$ cat src/rtl/apg_pkg.sv
package apg_pkg;

    typedef enum logic [1:0] {
        SNP_SYNC    = 2'd0,
        SNP_CLOCKED = 2'd1,
        SNP_STROBED = 2'd2,
        SNP_SPARE   = 2'd3
    } snp_mode_e;

    typedef struct packed {
        logic held_par;
    } latch_state_t;

    typedef struct packed {
        snp_mode_e mode;
        logic      raw_prev_n;
        logic      done;
        logic      err;
    } check_state_t;

endpackage

$ cat src/rtl/apg_parity_latch.sv
module apg_parity_latch
    import apg_pkg::*;
#(
    parameter int AW = 24
) (
    input  logic          clk,
    input  logic          rst_n,
    input  logic [AW-1:0] addr,
    input  logic          le,
    input  logic          oe_n,
    output logic          par_out,
    output logic          par_drive
);

    latch_state_t st_d, st_q;
    logic         live_par;

    always_comb begin
        live_par = ^addr;
        st_d     = st_q;
        if (le) begin
            st_d.held_par = live_par;
        end
        par_out   = le ? live_par : st_q.held_par;
        par_drive = ~oe_n;
    end

    always_ff @(posedge clk or negedge rst_n) begin
        if (!rst_n) begin
            st_q <= '0;
        end else begin
            st_q <= st_d;
        end
    end


    latch_hold_chk: assert property (@(posedge clk) disable iff (!rst_n)
        (!le && $past(!le)) |-> $stable(par_out));


    drive_dir_chk: assert property (@(posedge clk) disable iff (!rst_n)
        par_drive != oe_n);

endmodule

$ cat src/rtl/apg_snoop_sync.sv
module apg_snoop_sync #(
    parameter int STAGES = 2
) (
    input  logic clk,
    input  logic rst_n,
    input  logic stb_raw_n,
    input  logic sclk_raw,
    output logic stb_s_n,
    output logic stb_prev_n,
    output logic sclk_s,
    output logic sclk_prev
);

    localparam int DEPTH = STAGES + 1;

    typedef struct packed {
        logic [DEPTH-1:0] stb;
        logic [DEPTH-1:0] sclk;
    } sync_state_t;

    sync_state_t st_d, st_q;

    generate
        if (STAGES < 1) begin : g_bad
            initial $error("STAGES must be at least 1");
        end
    endgenerate

    always_comb begin
        st_d.stb  = {st_q.stb[DEPTH-2:0], stb_raw_n};
        st_d.sclk = {st_q.sclk[DEPTH-2:0], sclk_raw};
        stb_s_n    = st_q.stb[STAGES-1];
        stb_prev_n = st_q.stb[STAGES];
        sclk_s     = st_q.sclk[STAGES-1];
        sclk_prev  = st_q.sclk[STAGES];
    end

    always_ff @(posedge clk or negedge rst_n) begin
        if (!rst_n) begin
            st_q.stb  <= '1;
            st_q.sclk <= '0;
        end else begin
            st_q <= st_d;
        end
    end


    sync_delay_chk: assert property (@(posedge clk) disable iff (!rst_n)
        $fell(stb_s_n) |-> !stb_prev_n == 1'b0);

endmodule

$ cat src/rtl/apg_snoop_check.sv
module apg_snoop_check
    import apg_pkg::*;
#(
    parameter int AW = 24
) (
    input  logic          clk,
    input  logic          rst_n,
    input  logic [AW-1:0] addr,
    input  logic          par_in,
    input  logic          oe_n,
    input  logic [1:0]    mode_in,
    input  logic          stb_raw_n,
    input  logic          stb_s_n,
    input  logic          stb_prev_n,
    input  logic          sclk_s,
    input  logic          sclk_prev,
    output logic          perr_n
);

    check_state_t st_d, st_q;
    logic trig_sync, trig_strb, trig_clk, trig, fire, mismatch;

    always_comb begin
        trig_sync = ~stb_raw_n & st_q.raw_prev_n;
        trig_strb = ~stb_s_n & stb_prev_n;
        trig_clk  = sclk_s & ~sclk_prev & ~stb_s_n & ~st_q.done;

        unique case (st_q.mode)
            SNP_CLOCKED: trig = trig_clk;
            SNP_STROBED: trig = trig_strb;
            default:     trig = trig_sync;
        endcase

        fire     = trig & oe_n;
        mismatch = par_in ^ (^addr);

        st_d            = st_q;
        st_d.err        = fire & mismatch;
        st_d.raw_prev_n = stb_raw_n;
        if (stb_s_n) begin
            st_d.done = 1'b0;
        end else if (st_q.mode == SNP_CLOCKED && trig_clk) begin
            st_d.done = 1'b1;
        end
        if (stb_raw_n && stb_s_n) begin
            st_d.mode = snp_mode_e'(mode_in);
        end

        perr_n = ~st_q.err;
    end

    always_ff @(posedge clk or negedge rst_n) begin
        if (!rst_n) begin
            st_q.mode       <= SNP_SYNC;
            st_q.raw_prev_n <= 1'b1;
            st_q.done       <= 1'b0;
            st_q.err        <= 1'b0;
        end else begin
            st_q <= st_d;
        end
    end


    err_pulse_chk: assert property (@(posedge clk) disable iff (!rst_n)
        !perr_n |=> perr_n);


    no_own_cycle_err_chk: assert property (@(posedge clk) disable iff (!rst_n)
        !perr_n |-> $past(oe_n));


    mode_gate_chk: assert property (@(posedge clk) disable iff (!rst_n)
        (st_q.mode != $past(st_q.mode)) |-> ($past(stb_raw_n) && $past(stb_s_n)));


    err_needs_strobe_chk: assert property (@(posedge clk) disable iff (!rst_n)
        !perr_n |-> ($past(!stb_raw_n) || $past(!stb_s_n)));

endmodule

$ cat src/rtl/addr_parity_guard.sv
module addr_parity_guard
    import apg_pkg::*;
#(
    parameter int SET_W       = 8,
    parameter int TAG_W       = 12,
    parameter int CFA_W       = 4,
    parameter int SYNC_STAGES = 2
) (
    input  logic             clk,
    input  logic             rst_n,
    input  logic [SET_W-1:0] line_set,
    input  logic [TAG_W-1:0] line_tag,
    input  logic [CFA_W-1:0] line_cfa,
    input  logic             addr_le,
    input  logic             addr_oe_n,
    input  logic             par_in,
    output logic             par_out,
    output logic             par_drive,
    input  logic             snp_clk,
    input  logic             snp_stb_n,
    input  logic [1:0]       snp_mode,
    output logic             perr_n
);

    localparam int AW = SET_W + TAG_W + CFA_W;

    logic [AW-1:0] line_addr;
    logic          stb_s_n, stb_prev_n, sclk_s, sclk_prev;

    assign line_addr = {line_set, line_tag, line_cfa};

    apg_parity_latch #(.AW(AW)) u_latch (
        .clk       (clk),
        .rst_n     (rst_n),
        .addr      (line_addr),
        .le        (addr_le),
        .oe_n      (addr_oe_n),
        .par_out   (par_out),
        .par_drive (par_drive)
    );

    apg_snoop_sync #(.STAGES(SYNC_STAGES)) u_sync (
        .clk        (clk),
        .rst_n      (rst_n),
        .stb_raw_n  (snp_stb_n),
        .sclk_raw   (snp_clk),
        .stb_s_n    (stb_s_n),
        .stb_prev_n (stb_prev_n),
        .sclk_s     (sclk_s),
        .sclk_prev  (sclk_prev)
    );

    apg_snoop_check #(.AW(AW)) u_check (
        .clk        (clk),
        .rst_n      (rst_n),
        .addr       (line_addr),
        .par_in     (par_in),
        .oe_n       (addr_oe_n),
        .mode_in    (snp_mode),
        .stb_raw_n  (snp_stb_n),
        .stb_s_n    (stb_s_n),
        .stb_prev_n (stb_prev_n),
        .sclk_s     (sclk_s),
        .sclk_prev  (sclk_prev),
        .perr_n     (perr_n)
    );


    reset_state_chk: assert property (@(posedge clk)
        $rose(rst_n) |-> perr_n);

endmodule

$ cat config.mk
export PLATFORM = sky130hd
export DESIGN_NAME = addr_parity_guard
export DESIGN_NICKNAME = d
export VERILOG_FILES = /design/src/rtl/apg_pkg.sv /design/src/rtl/apg_parity_latch.sv /design/src/rtl/apg_snoop_sync.sv /design/src/rtl/apg_snoop_check.sv /design/src/rtl/addr_parity_guard.sv
export SDC_FILE = /design/constraint.sdc
export NUM_CORES = 1
export LEC_CHECK = 0
export CAP_MARGIN = 10
export CELL_PAD_IN_SITES_DETAIL_PLACEMENT = 2
export CELL_PAD_IN_SITES_GLOBAL_PLACEMENT = 2
export CORE_MARGIN = 1.5
export CORE_UTILIZATION = 23
export DETAILED_ROUTE_END_ITERATION = 10
export PLACE_DENSITY = 0.91
export SLEW_MARGIN = 20
export SYNTH_ARGS = -nofsm -noshare
export SYNTH_HDL_FRONTEND = slang
export SYNTH_SLANG_ARGS = --single-unit
$ cat constraint.sdc
create_clock -name clk -period 3.4 [get_ports clk]
set_input_delay 0.85 -clock clk [delete_from_list [all_inputs] [get_ports clk]]
set_output_delay 0.85 -clock clk [all_outputs]
set_load 0.02 [all_outputs]
==> flow_summary.toml <==
[routing]
ant_nets = 0
wire_per_inst_um = 16.0
drt_iter0_markers = 0
drt-pass1-iter-count = 1
routed_via_density = 4.20
drc = 0
wl_mm = 1.98
vias = 521

[yosys]
ys_seq_elements = 11
yosys_warnings = 0
synth-simple-area-share = 0.0563
synth_compound_area_frac = 0.0423
synth_top_area_frac = 0.322
synth_top_cell_by_area = "dfrtp_1"
avgSynthCellArea_um2 = 11.7
synth_nets = 88
post_synth_fa_ha_maj_area_fraction = 0.0402
synthXorXnorAreaFrac = 0.346
synth.area.top_cells = "dfrtp_1 (32%), xnor2_1 (25%), dfstp_2 (13%), xor2_1 (5.6%), ha_1 (4.0%)"
ys_types = 15
synth_top_family_by_area = "XOR/XNOR gates"
synth_seq_area_share = 0.449
syn_inst = 53
synth_area_um2 = 622
muxShareOfSynthArea = 0.0362

[worst_setup_path]
r2r_cells = 6
path_class = "input port to primary output"
required_ns = 2.55
r2r-end = "u_check.st_q[0]$_DFF_PN0_"
cp.arrival_ns = 2.48
startpoint_type = "input port"
end_kind = "primary output"
crit_end = "par_out"
r2r-start = "u_check.st_q[4]$_DFFE_PN0P_"
path_max_fanout = 2
r2r_slack_ns = 1.96
crit_path_start = "line_tag[4]"

[floorplanning]
dieHeight_um = 55.0
die_area_um2 = 3020
row_count = 18
initial_core_util = 0.247
core_um2 = 2520
boundaryPins = 36
die_w_um = 55.0

[pwr]
power_uw = 492
power_frac_clock = 0.175
power_density_nw_per_um2 = 437
power_frac_seq = 0.317
ir_drop_v = 0.000291
p_leak_uw = 0.000562
p_int_uw = 339
power.switching_uw = 153
pwr-share-comb = 0.508
switching_share = 0.312

[worst_hold_path]
hold_class = "flip-flop to flip-flop"
whs_path_depth = 0

[sta]
fin_crit_sh = 0.979
worst_pin_slew_ns = 0.498
setup_violations = 0
fin_skew_ns = 0.00614
fin_tns_setup_ns = 0
worst_slack_ns = 0.0718
finalHoldViolations = 0
finalCriticalPeriod_ns = 3.33
relSlewSlack = 0.667
maxSlewViolCount = 0
max_clock_freq_mhz = 300

[flow_run]
drv_cap = 0

[cts]
htree_levels = 1
root_buffer = "clkbuf_4"
tritoncts = "yes"
clkTransAtPathRegs_ns = 0.07
cts_buffer_depth = 2
clk_latency_ns = 0.27
cts_buffers = 3
cts_hold_buf = 0
cts_sinks = 11

[placed_design]
gp_congestion = 0.714
dp_hpwl_mm = 1.55
place_ws_ns = -0.605
io_buffers = 35
place_inst = 118

[final_layout]
syn2layout_area_growth_pct = 81.1
final_common_cell = "clkdlybuf4s50_1"
layout_common_cells = "clkdlybuf4s50_1 (14), dlygate4sd2_1 (12), xnor2_1 (10)"
fin_util = 0.446
drive_above_1_share = 0.245
layout.nets = 130
diodes = 0
final_cells = 124

[global_routing]
grt_pass1_wl_mm = 2.90
first_global_vias = 605
antenna_found_initial = 0
grt_start_max_net_pins = 12
grt.total_usage = 0.149
grt_overflow = 0

[status]
outcome = "completed"
[logic make-up after synthesis]
logic type,Yosys count
flops,11
compound gates,4
xor+xnor,23
fa+ha+maj,2
mux,2
buf+inv,5
simple gates,6
[layout make-up]
cell class	instances	area (µm²)
Clock buffer	3	22.5
Clock inverter	1	5.00
Fill cell	270	1400
Inverter	5	18.8
Multi-Input combinational cell	37	395
Sequential cell	11	279
Tap cell	30	37.5
Timing Repair Buffer	37	368
[sequential cells by signal, summed over array words and instances (netlist names)]
name,count
u_check.st_q,4
u_latch.st_q,1
u_sync.sclk_prev,1
u_sync.sclk_s,1
u_sync.st_d,2
u_sync.stb_prev_n,1
u_sync.stb_s_n,1
[cell usage after synthesis]
cell type,count
inv_1,5
nand2_1,2
dfstp_2,3
nor2_1,2
ha_1,2
xnor3_1,1
o32a_1,1
dfrtp_1,8
xnor2_1,18
a31oi_1,1
nor4bb_1,1
xor2_1,4
mux2_2,2
nor3_2,1
a21oi_1,2
[critical path, stage by stage]
cell and delay [ns]:
dlygate4sd2_1 0.26, xor2_2 0.20, xnor2_2 0.21, xnor2_2 0.15, xnor3_1 0.46, a21oi_2 0.18, buf_4 0.16
[power groups by stage]
stage          clock [µW]  combinational (µW)  sequential [µW]
2_1_floorplan           0                 122              155
3_3_place_gp            0                 197              157
3_5_place_dp            0                 204              159
4_1_cts              91.4                 231              156
5_1_grt              95.3                 271              157
6_report             86.3                 250              156
[per-layer routing]
metal	GRT usage	wire, µm
met5	0	0
met4	0.0244	0
met3	0.0511	50
met2	0.312	1280
met1	0.136	647
[how the worst min path moves through the flow]
stage,start,slack [ns],end
6_report,u_sync.st_d[1]$_DFF_PN0_,0.36,u_sync.sclk_s$_DFF_PN0_
5_1_grt,u_sync.st_d[1]$_DFF_PN0_,0.37,u_sync.sclk_s$_DFF_PN0_
4_1_cts,u_sync.st_d[1]$_DFF_PN0_,0.36,u_sync.sclk_s$_DFF_PN0_
3_5_place_dp,u_sync.st_d[1]$_DFF_PN0_,0.34,u_sync.sclk_s$_DFF_PN0_
3_3_place_gp,u_sync.st_d[1]$_DFF_PN0_,0.33,u_sync.sclk_s$_DFF_PN0_
2_1_floorplan,u_sync.st_d[1]$_DFF_PN0_,0.33,u_sync.sclk_s$_DFF_PN0_
[metrics by stage]
stage | hold slack, ns | instance area [µm²]
after floorplan | 0.331 | 622
after detailed placement | 0.341 | 1010
final | 0.358 | 1130
after global routing | 0.369 | 1130
after global placement | 0.332 | 1010
after CTS | 0.358 | 1070
[repair_timing]
item | CTS | global route
pin swaps | 12 | 8
setup endpoints to repair | 1 | 1
gates resized for setup | 23 | 12
setup buffers | 1 | 1
(Power assumes the default switching activity.)
